**src/rtl/mpf_pkg.sv**
```systemverilog
package mpf_pkg;

   // Start-up value of a C-element state register.
   typedef enum logic {
      CE_CLEAR = 1'b0,
      CE_SET   = 1'b1
   } ce_init_e;

   // Chooses the start-up variant of stage idx from a preset mask.
   function automatic ce_init_e init_of(input logic [1023:0] mask, input int idx);
      return mask[idx] ? CE_SET : CE_CLEAR;
   endfunction

endpackage

```
**src/rtl/mpf_celem.sv**
```systemverilog
module mpf_celem
   import mpf_pkg::*;
#(
   parameter ce_init_e INIT = CE_CLEAR
) (
   input  logic clk,
   input  logic rst_n,
   input  logic a,
   input  logic b,
   output logic q
);

   generate
      if (INIT == CE_SET) begin : g_preset
         always_ff @(posedge clk) begin
            if (!rst_n)      q <= 1'b1;
            else if (a == b) q <= a;
         end
      end else begin : g_reset
         always_ff @(posedge clk) begin
            if (!rst_n)      q <= 1'b0;
            else if (a == b) q <= a;
         end
      end
   endgenerate

   // agreeing inputs are copied into the state on the next edge
   assert_agree_sets_R2: assert property (@(posedge clk) disable iff (!rst_n)
      (a == b) |=> (q == $past(a)));

   // disagreeing inputs leave the state untouched
   assert_disagree_holds_R2: assert property (@(posedge clk) disable iff (!rst_n)
      (a != b) |=> $stable(q));

endmodule

```
**src/rtl/mpf_stage.sv**
```systemverilog
module mpf_stage
   import mpf_pkg::*;
#(
   parameter int       WIDTH = 8,
   parameter ce_init_e INIT  = CE_CLEAR
) (
   input  logic             clk,
   input  logic             rst_n,
   input  logic             req_in,
   input  logic             ack_in,
   input  logic [WIDTH-1:0] d_in,
   output logic             ctrl_out,
   output logic [WIDTH-1:0] d_out
);

   logic latch_open;
   logic ack_inv;

   assign ack_inv    = ~ack_in;
   // Open (transparent) only for the cycle in which the C-element rises.
   assign latch_open = req_in & ack_inv & ~ctrl_out;

   mpf_celem #(.INIT(INIT)) u_ce (
      .clk   (clk),
      .rst_n (rst_n),
      .a     (req_in),
      .b     (ack_inv),
      .q     (ctrl_out)
   );

   always_ff @(posedge clk) begin
      if (!rst_n)          d_out <= '0;
      else if (latch_open) d_out <= d_in;
   end

   // an opened latch is always followed by the control rising
   assert_open_then_rise_R1: assert property (@(posedge clk) disable iff (!rst_n)
      latch_open |=> ctrl_out);

   // a word is not overwritten while the stage holds it
   assert_word_held_R6: assert property (@(posedge clk) disable iff (!rst_n)
      (ctrl_out && $past(ctrl_out)) |-> $stable(d_out));

endmodule

```
**src/rtl/mpf_fifo.sv**
```systemverilog
module mpf_fifo
   import mpf_pkg::*;
#(
   parameter int              STAGES      = 8,
   parameter int              WIDTH       = 8,
   parameter logic [STAGES-1:0] PRESET_MASK = '0
) (
   input  logic             clk,
   input  logic             rst_n,
   input  logic             in_req,
   input  logic [WIDTH-1:0] in_data,
   output logic             in_ack,
   output logic             out_req,
   output logic [WIDTH-1:0] out_data,
   input  logic             out_ack
);

   localparam int MAX_WORDS = STAGES / 2;
   localparam int LAST      = STAGES - 1;

   // Elaboration-time parameter checks.
   generate
      if (STAGES < 2 || (STAGES % 2) != 0) begin : g_bad_stages
         $error("mpf_fifo: STAGES must be even and at least 2");
      end
      if (WIDTH < 1) begin : g_bad_width
         $error("mpf_fifo: WIDTH must be at least 1");
      end
      if (STAGES > 1024) begin : g_bad_mask
         $error("mpf_fifo: STAGES above preset mask range");
      end
      if (MAX_WORDS < 1) begin : g_bad_cap
         $error("mpf_fifo: capacity below one word");
      end
   endgenerate

   // chain[0] is the producer request, chain[i+1] is stage i control,
   // chain[STAGES+1] is the consumer acknowledge.
   logic [STAGES+1:0] chain;
   logic [WIDTH-1:0]  dchain [STAGES+1];

   assign chain[0]          = in_req;
   assign chain[STAGES+1]   = out_ack;
   assign dchain[0]         = in_data;

   generate
      for (genvar i = 0; i < STAGES; i++) begin : g_stage
         mpf_stage #(
            .WIDTH (WIDTH),
            .INIT  (init_of(1024'(PRESET_MASK), i))
         ) u_stage (
            .clk      (clk),
            .rst_n    (rst_n),
            .req_in   (chain[i]),
            .ack_in   (chain[i+2]),
            .d_in     (dchain[i]),
            .ctrl_out (chain[i+1]),
            .d_out    (dchain[i+1])
         );
      end
   endgenerate

   assign in_ack   = chain[1];
   assign out_req  = chain[LAST+1];
   assign out_data = dchain[STAGES];

   // acknowledge follows the producer request, never leads it
   assert_ack_rise_R2: assert property (@(posedge clk) disable iff (!rst_n)
      $rose(in_ack) |-> $past(in_req));

   assert_ack_fall_R2: assert property (@(posedge clk) disable iff (!rst_n)
      $fell(in_ack) |-> !$past(in_req));

   // an occupied successor stage keeps a pending request unacknowledged
   assert_full_blocks_R7: assert property (@(posedge clk) disable iff (!rst_n)
      (in_req && !in_ack && chain[2]) |=> !in_ack);

   // the output request is withdrawn only after the consumer acknowledged
   assert_out_fall_R6: assert property (@(posedge clk) disable iff (!rst_n)
      $fell(out_req) |-> $past(out_ack));

   assert_out_rise_R6: assert property (@(posedge clk) disable iff (!rst_n)
      $rose(out_req) |-> !$past(out_ack));

   // reset leaves both handshake outputs low (default mask only)
   generate
      if (PRESET_MASK == '0) begin : g_rst_chk
         assert_reset_idle_R4: assert property (@(posedge clk)
            !rst_n |=> (!in_ack && !out_req));
      end
   endgenerate

endmodule

```
**config.mk**
```make
export PLATFORM = sky130hd
export DESIGN_NAME = mpf_fifo
export DESIGN_NICKNAME = d
export VERILOG_FILES = /design/src/rtl/mpf_pkg.sv /design/src/rtl/mpf_celem.sv /design/src/rtl/mpf_stage.sv /design/src/rtl/mpf_fifo.sv
export SDC_FILE = /design/constraint.sdc
export NUM_CORES = 1
export LEC_CHECK = 0
export BUFFER_PORTS_ARGS = -buffer_cell sky130_fd_sc_hd__buf_2
export CORE_UTILIZATION = 50
export CTS_BUF_LIST = sky130_fd_sc_hd__clkbuf_2
export CTS_CLUSTER_DIAMETER = 150
export DETAILED_ROUTE_END_ITERATION = 8
export GPL_TIMING_DRIVEN = 0
export PLACE_DENSITY = 0.79
export SLEW_MARGIN = 15
export SYNTH_ARGS = -nofsm -noshare
export SYNTH_HDL_FRONTEND = slang
export SYNTH_HIERARCHICAL = 1
export SYNTH_SLANG_ARGS = --single-unit
```
**constraint.sdc**
```tcl
create_clock -name clk -period 1.4 [get_ports clk]
set_clock_uncertainty 0.2 [all_clocks]
set_input_delay 0.14 -clock clk [delete_from_list [all_inputs] [get_ports clk]]
set_output_delay 0.14 -clock clk [all_outputs]
set_load 0.01 [all_outputs]
```
# --- Word-level counts from Yosys, hierarchy flattened ---
# Cells that the tools add are included.
totals:
  input_bits: 12
  out_inout_bits: 10
  regBits: 72
  word_cells: 49
op_classes:
  n_eq_ne: 8
  n_bitwise: 25
op_table:
  columns: ["operator", "count"]
  rows:
  - ["1-bit bitwise AND", 16]
  - ["1-bit inverter", 9]
  - ["1-bit == test", 8]

# --- Longest topological paths before layout ---
# Gate-level depths: netlist of run 1.
logic_depth:
  word_depth: 3
  depth_mapped: 4
  mapped_depth_nobuf: 3

# --- By module ---
# The synthesis of run 1 kept the hierarchy.
by_module_without_submodules:
  columns: ["module", "cells_each", "seq_area_each_um2", "area_per_inst_um2", "instances"]
  rows:
  - ["mpf_stage", 37, 160.2, 344.1, 8]
  - ["mpf_celem", 4, 20.0, 36.3, 8]

# --- Least setup slack after synthesis of run 1 ---
# Ideal clock, no wire load.
synth_timing:
  path_type: "register to register"
  start: "register g_stage[0].u_stage.u_ce.q"
  end: "register g_stage[1].u_stage.d_out[0]"
  t_arrival_ps: 957
  setup_time_ps: 72
  t_required_ps: 1128
  path_buffers: 1
  synth_period_minus_slack_ps: 1228
  path_stages_with_launch: 4
  path_slack_ps: 172
  path_cell_list: "dfxtp_1 -> nor3b_2 -> buf_6 -> mux2i_1"
synth_between:
  elab_chain_cells: 2
synth_lines:
  columns: ["item", "line", "text"]
  rows:
  - ["start, declared", "mpf_celem.sv:10", "output logic q"]
  - ["start signal, assigned", "mpf_celem.sv:21", "if (!rst_n) q <= 1'b0;"]
  - ["start signal, assigned", "mpf_celem.sv:22", "else if (a == b) q <= a;"]
  - ["1-bit bitwise AND (2 in a row)", "mpf_stage.sv:21", "assign latch_open = req_in & ack_inv & ~ctrl_out;"]
  - ["end signal, assigned", "mpf_stage.sv:33", "else if (latch_open) d_out <= d_in;"]
  - ["end, declared", "mpf_stage.sv:13", "output logic [WIDTH-1:0] d_out"]
# Every way passes these cells.
# A chain may end at the register's enable or synchronous reset.

==> metrics.csv, run 1 <==
metric,value,unit
rows,28,
grt_pass1_wl,8800,um
p_int,2.59,mW
finalSetupViolations,0,
period_share,0.955,
track_usage,0.181,
finalHoldViolCount,0,
final_cell_mix,"nand2_1 (136), mux2i_1 (64), dfxtp_1 (62)",
fin_hold_ws,51.1,ps
die_w,80.0,um
syn_avg_cell_area,9.28,um2
final_nets,407,
relSlewSlack,0.833,
crit_required,1610,ps
htreeDepth,3,
fmax,0.748,GHz
p_switching,0.916,mW
p_comb_frac,0.149,
antenna_found_initial,0,
min_period,1340,ps
path_class,in -> reg,
peakVddDrop,632,uV
synth-seq-cells,72,
cp-start-kind,input port,
hpwl,3320,um
p_clk_frac,0.235,
cts_sinks,72,
timing.hold.worst.class,in -> reg,
yosysUniqueCellTypes,9,
wl,5160,um
num_antenna_cells,0,
fin_setup_tns,0,ps
drc_errors,0,
end_kind,flop,
final_common_cell,nand2_1,
crit_arrival,1550,ps
path_clk_slew,160,ps
cts_tree,built,
ff_latch_area,1460,um2
area_delta_synth_final,21.4,%
clk_latency,480,ps
worstMarginPinSlew,250,ps
yosysTopAreaCellShare,0.474,
synth_top_area_cell,dfxtp_1,
numPortBuffers,21,
synth_warnings,6,
cp_max_fo,1,
drt_first_pass_iters,3,
clock-root-buffer,clkbuf_2,
final_antenna_net_count,0,
grt-ovfl-total,0,
synth_area_leaders,"dfxtp_1 (47%), mux2i_1 (21%), nand2_1 (17%)",
coreArea,5890,um2
post_drt_via_cell_ratio,4.74,
synth_nets,340,
vias,2237,
die_h,80.0,um
gp_congestion,0.684,
layout-drive-gt1-share,0.189,
initial_core_util,0.517,
slew_violations,0,
multi_input_area,1350,um2
grt_setup_unrepaired,yes,
grt_max_degree,11,
cap_violations,0,
grt_pass1_vias,2176,
cts_buffer_depth,2,
p_total,3.51,mW
p_per_area,950,nW/um2
ys_seq_area_frac,0.474,
wl_per_cell,10.9,um
p_sw_frac,0.261,
postSynthCellCount,328,
cellLeakagePower,1.36,nW
ios,22,
n_fill_cell,509,
drtIter0Drc,58,
status,finished clean,
numCtsBuffers,9,
seq_power_share,0.616,
synth_area,3040,um2
die_area,6400,um2
-- metrics by stage --
stage | cell area [um2] | setup WS [ps] | utilization | instances
6_report | 3690 | 63.1 | 0.628 | 472
5_1_grt | 3690 | -10.5 | 0.628 | 472
4_1_cts | 3640 | 5.29 | 0.618 | 469
3_5_place_dp | 3240 | 72.7 | 0.551 | 424
3_3_place_gp | 3240 | 117 | 0.551 | 424
2_1_floorplan | 3040 | 172 | - | 328
-- critical path, cell delays in order --
cell	delay, ps
dlygate4sd3_1	550
buf_2	110
nand2_1	40
dlygate4sd3_1	550
mux2i_1	160
-- layer usage --
metal	up-vias	track usage	routed length, um	share of wire
li1	1187	-	-	-
met1	1011	0.160	2080	0.40
met2	31	0.368	2840	0.55
met3	8	0.0754	171	0.033
met4	0	0.0429	66	0.013
met5	-	0	0	0
-- final timing paths --
path / start / slack [ps] / cells after the start / endpoint
min reg2reg: g_stage[6].u_stage/d_out[4]$_SDFFE_PN0P_ / 260 / 2 / g_stage[7].u_stage/d_out[4]$_SDFFE_PN0P_
max reg2reg: g_stage[7].u_stage/u_ce/q$_SDFFE_PN0N_ / 70 / 4 / g_stage[7].u_stage/d_out[1]$_SDFFE_PN0P_
min: rst_n / 50 / 5 / g_stage[6].u_stage/d_out[0]$_SDFFE_PN0P_
max: in_data[4] / 60 / 5 / g_stage[0].u_stage/d_out[4]$_SDFFE_PN0P_
-- cells by family (layout without fill, tap and decap cells) --
logic type,after synthesis,after routing,share of synthesized area
DFF,72,72,0.474
muxes,64,64,0.211
AOI/OAI and AO/OA,16,16,0.0329
buffers and inverters,32,101,0.0822
and+or+nand+nor,144,144,0.201
-- cell usage after synthesis, drive strengths merged --
master	number
a21boi	8
dfxtp	72
mux2i	64
clkbuf	8
o21ai	8
nand2	136
nor3b	8
inv	8
buf	16
-- layout make-up --
type	instances	share of cell area
Sequential cell	72	0.395
Multi-Input combinational cell	224	0.366
Clock buffer	10	0.0135
Timing Repair Buffer	56	0.129
Inverter	8	0.00813
Tap cell	75	0.0254
Clock inverter	3	0.00339
Buffer	24	0.0596
-- power by group through the flow --
stage	registers [mW]	clock network (mW)	logic, mW
6_report	2.16	0.823	0.523
5_1_grt	2.17	0.949	0.568
4_1_cts	2.16	0.871	0.507
3_5_place_dp	2.20	0	0.434
3_3_place_gp	2.20	0	0.421
2_1_floorplan	2.19	0	0.362
-- flip-flops by register name (all words and copies together) (netlist names) --
name,count
g_stage.u_stage/d_out,64
g_stage.u_stage/u_ce/q,8
-- repair_timing --
action                                  in CTS  in global routing
hold buffers                                32                  2
endpoints found under the setup margin       2                 42
gates resized for setup                      5                  9
setup buffers                                0                  1
hold endpoints to repair                    53                  4
No activity file was read; power rests on OpenSTA's default activity.
==> run 2, diff against run 1 <==
RECOVER_POWER = 50   (was not set)
REMOVE_ABC_BUFFERS = 1   (was not set)
==> run 2 against run 1 <==
  * The flow now finishes with violations (hold timing)
  * Wire length up 0.37%
  * Count of clock-buffer cells in the layout fell by 1
  * Maximum frequency shrank 3.3%
  * Highest routed layer unchanged
  * Via count down 3.9%
  * Largest cell class unchanged
==> metrics.csv, run 2 (synthesis results as in run 1) <==
metric,value,unit
period_share,0.987,
numPortBuffers,21,
grt-ovfl-total,0,
coreArea,5890,um2
cellLeakagePower,1.30,nW
p_switching,0.976,mW
area_delta_synth_final,23.3,%
clock-root-buffer,clkbuf_2,
end_kind,flop,
finalSetupViolations,0,
cp_slowest_cell,dlygate4sd3_1,
final_util,0.638,
largest_register_ffs,64,
final_cell_mix,"nand2_1 (136), mux2i_1 (63), dfxtp_1 (36)",
crit_required,1620,ps
initial_core_util,0.517,
wl,5180,um
status,"complete, but fails checks",
top_regs,"g_stage.u_stage/d_out (64), g_stage.u_stage/u_ce/q (8)",
die_area,6400,um2
track_usage,0.189,
fmax,0.723,GHz
cts_buffer_depth,2,
crit_arrival,1600,ps
num_antenna_cells,0,
path_clk_slew,190,ps
die_h,80.0,um
worstMarginPinSlew,529,ps
vias,2150,
n_fill_cell,463,
layout-drive-gt1-share,0.249,
largest-register,g_stage.u_stage/d_out,
multi_input_area,1410,um2
final_common_cell,nand2_1,
violations,hold timing,
cp_max_fo,2,
ff_latch_area,1500,um2
numCtsBuffers,9,
p_per_area,954,nW/um2
hpwl,2770,um
ios,22,
drc_errors,0,
grt_pass1_wl,9070,um
final_nets,388,
wl_per_cell,11.4,um
design_area,3750,um2
clk_latency,490,ps
peakVddDrop,853,uV
rows,28,
slew_violations,0,
worstPathBufferInverterCount,1,
cts_tree,built,
cap_violations,0,
die_w,80.0,um
drt_first_pass_iters,4,
grt_max_degree,81,
grt_setup_unrepaired,yes,
post_drt_via_cell_ratio,4.71,
grt_pass1_vias,2104,
p_total,3.58,mW
p_clk_frac,0.243,
seq_power_share,0.608,
path_class,reg -> reg,
crit_family,buffers and inverters,
final_antenna_net_count,0,
p_comb_frac,0.149,
antenna_found_initial,0,
cts_sinks,72,
htreeDepth,3,
finalHoldViolCount,28,
gp_congestion,0.647,
drtIter0Drc,70,
p_int,2.60,mW
max_stage_delay,570,ps
placed_area,3050,um2
cp_cell_sequence,nand2_1 > dlygate4sd3_1 > mux2i_1,
relSlewSlack,0.647,
fin_hold_ws,-69.8,ps
timing.hold.worst.class,in -> reg,
cp-start-kind,flop,
p_sw_frac,0.273,
min_period,1380,ps
[run 2: worst paths after layout]
path,startpoint,end,slack (ps),depth (start not counted)
worst max register to register,g_stage[5].u_stage/d_out[7]$_SDFFE_PN0P_,g_stage[5].u_stage/d_out[7]$_SDFFE_PN0P_,20,3
worst max-delay path,g_stage[5].u_stage/d_out[7]$_SDFFE_PN0P_,g_stage[5].u_stage/d_out[7]$_SDFFE_PN0P_,20,3
worst min register to register,g_stage[5].u_stage/d_out[0]$_SDFFE_PN0P_,g_stage[6].u_stage/d_out[0]$_SDFFE_PN0P_,250,2
worst min-delay path,rst_n,g_stage[7].u_stage/d_out[6]$_SDFFE_PN0P_,-70,3
[run 2: cell type report]
| class | instances | share of cell area |
|---|---|---|
| Timing Repair Buffer | 61 | 0.172 |
| Inverter | 8 | 0.00800 |
| Multi-Input combinational cell | 224 | 0.374 |
| Sequential cell | 72 | 0.401 |
| Tap cell | 75 | 0.0250 |
| Clock buffer | 9 | 0.0120 |
| Clock inverter | 7 | 0.00767 |
[run 2: power by group through the flow]
| stage | registers [mW] | logic [mW] | clock network, mW |
|---|---|---|---|
| after floorplan | 2.19 | 0.244 | 0 |
| after global placement | 2.20 | 0.334 | 0 |
| after detailed placement | 2.20 | 0.356 | 0 |
| after CTS | 2.17 | 0.527 | 0.888 |
| after global routing | 2.19 | 0.570 | 1.02 |
| final | 2.18 | 0.532 | 0.869 |
[run 2: per-layer routing]
layer	share of wire	vias up	GRT usage	routed length (um)
li1	-	1151	-	-
met1	0.44	954	0.193	2270
met2	0.51	37	0.341	2670
met3	0.033	8	0.0823	172
met4	0.013	0	0.0607	65
met5	0	-	0	0
[run 2: worst reg2reg max path, stage by stage, from the launching register on]
cell and delay [ps]:
dfxtp_2 370, nand2_1 40, dlygate4sd3_1 570, mux2i_1 140
[run 2: per-stage QoR]
| stage | setup WS (ps) | TNS, ps | cells | hold WS, ps |
|---|---|---|---|---|
| after detailed placement | -342 | -16150 | 401 | 192 |
| after CTS | 22.6 | 0 | 480 | -97.2 |
| after global placement | -818 | -57440 | 400 | 187 |
| after global routing | -36.5 | -287 | 456 | -114 |
| after floorplan | -114 | -5210 | 304 | 82.1 |
| final | 17.7 | 0 | 456 | -69.8 |
[run 2: what timing repair did]
item	CTS	global route
endpoints found under the setup margin	66	38
hold buffers	52	1
resized for setup	18	44
endpoints found under the hold margin	44	30
pin swaps	0	1
setup buffers	11	6
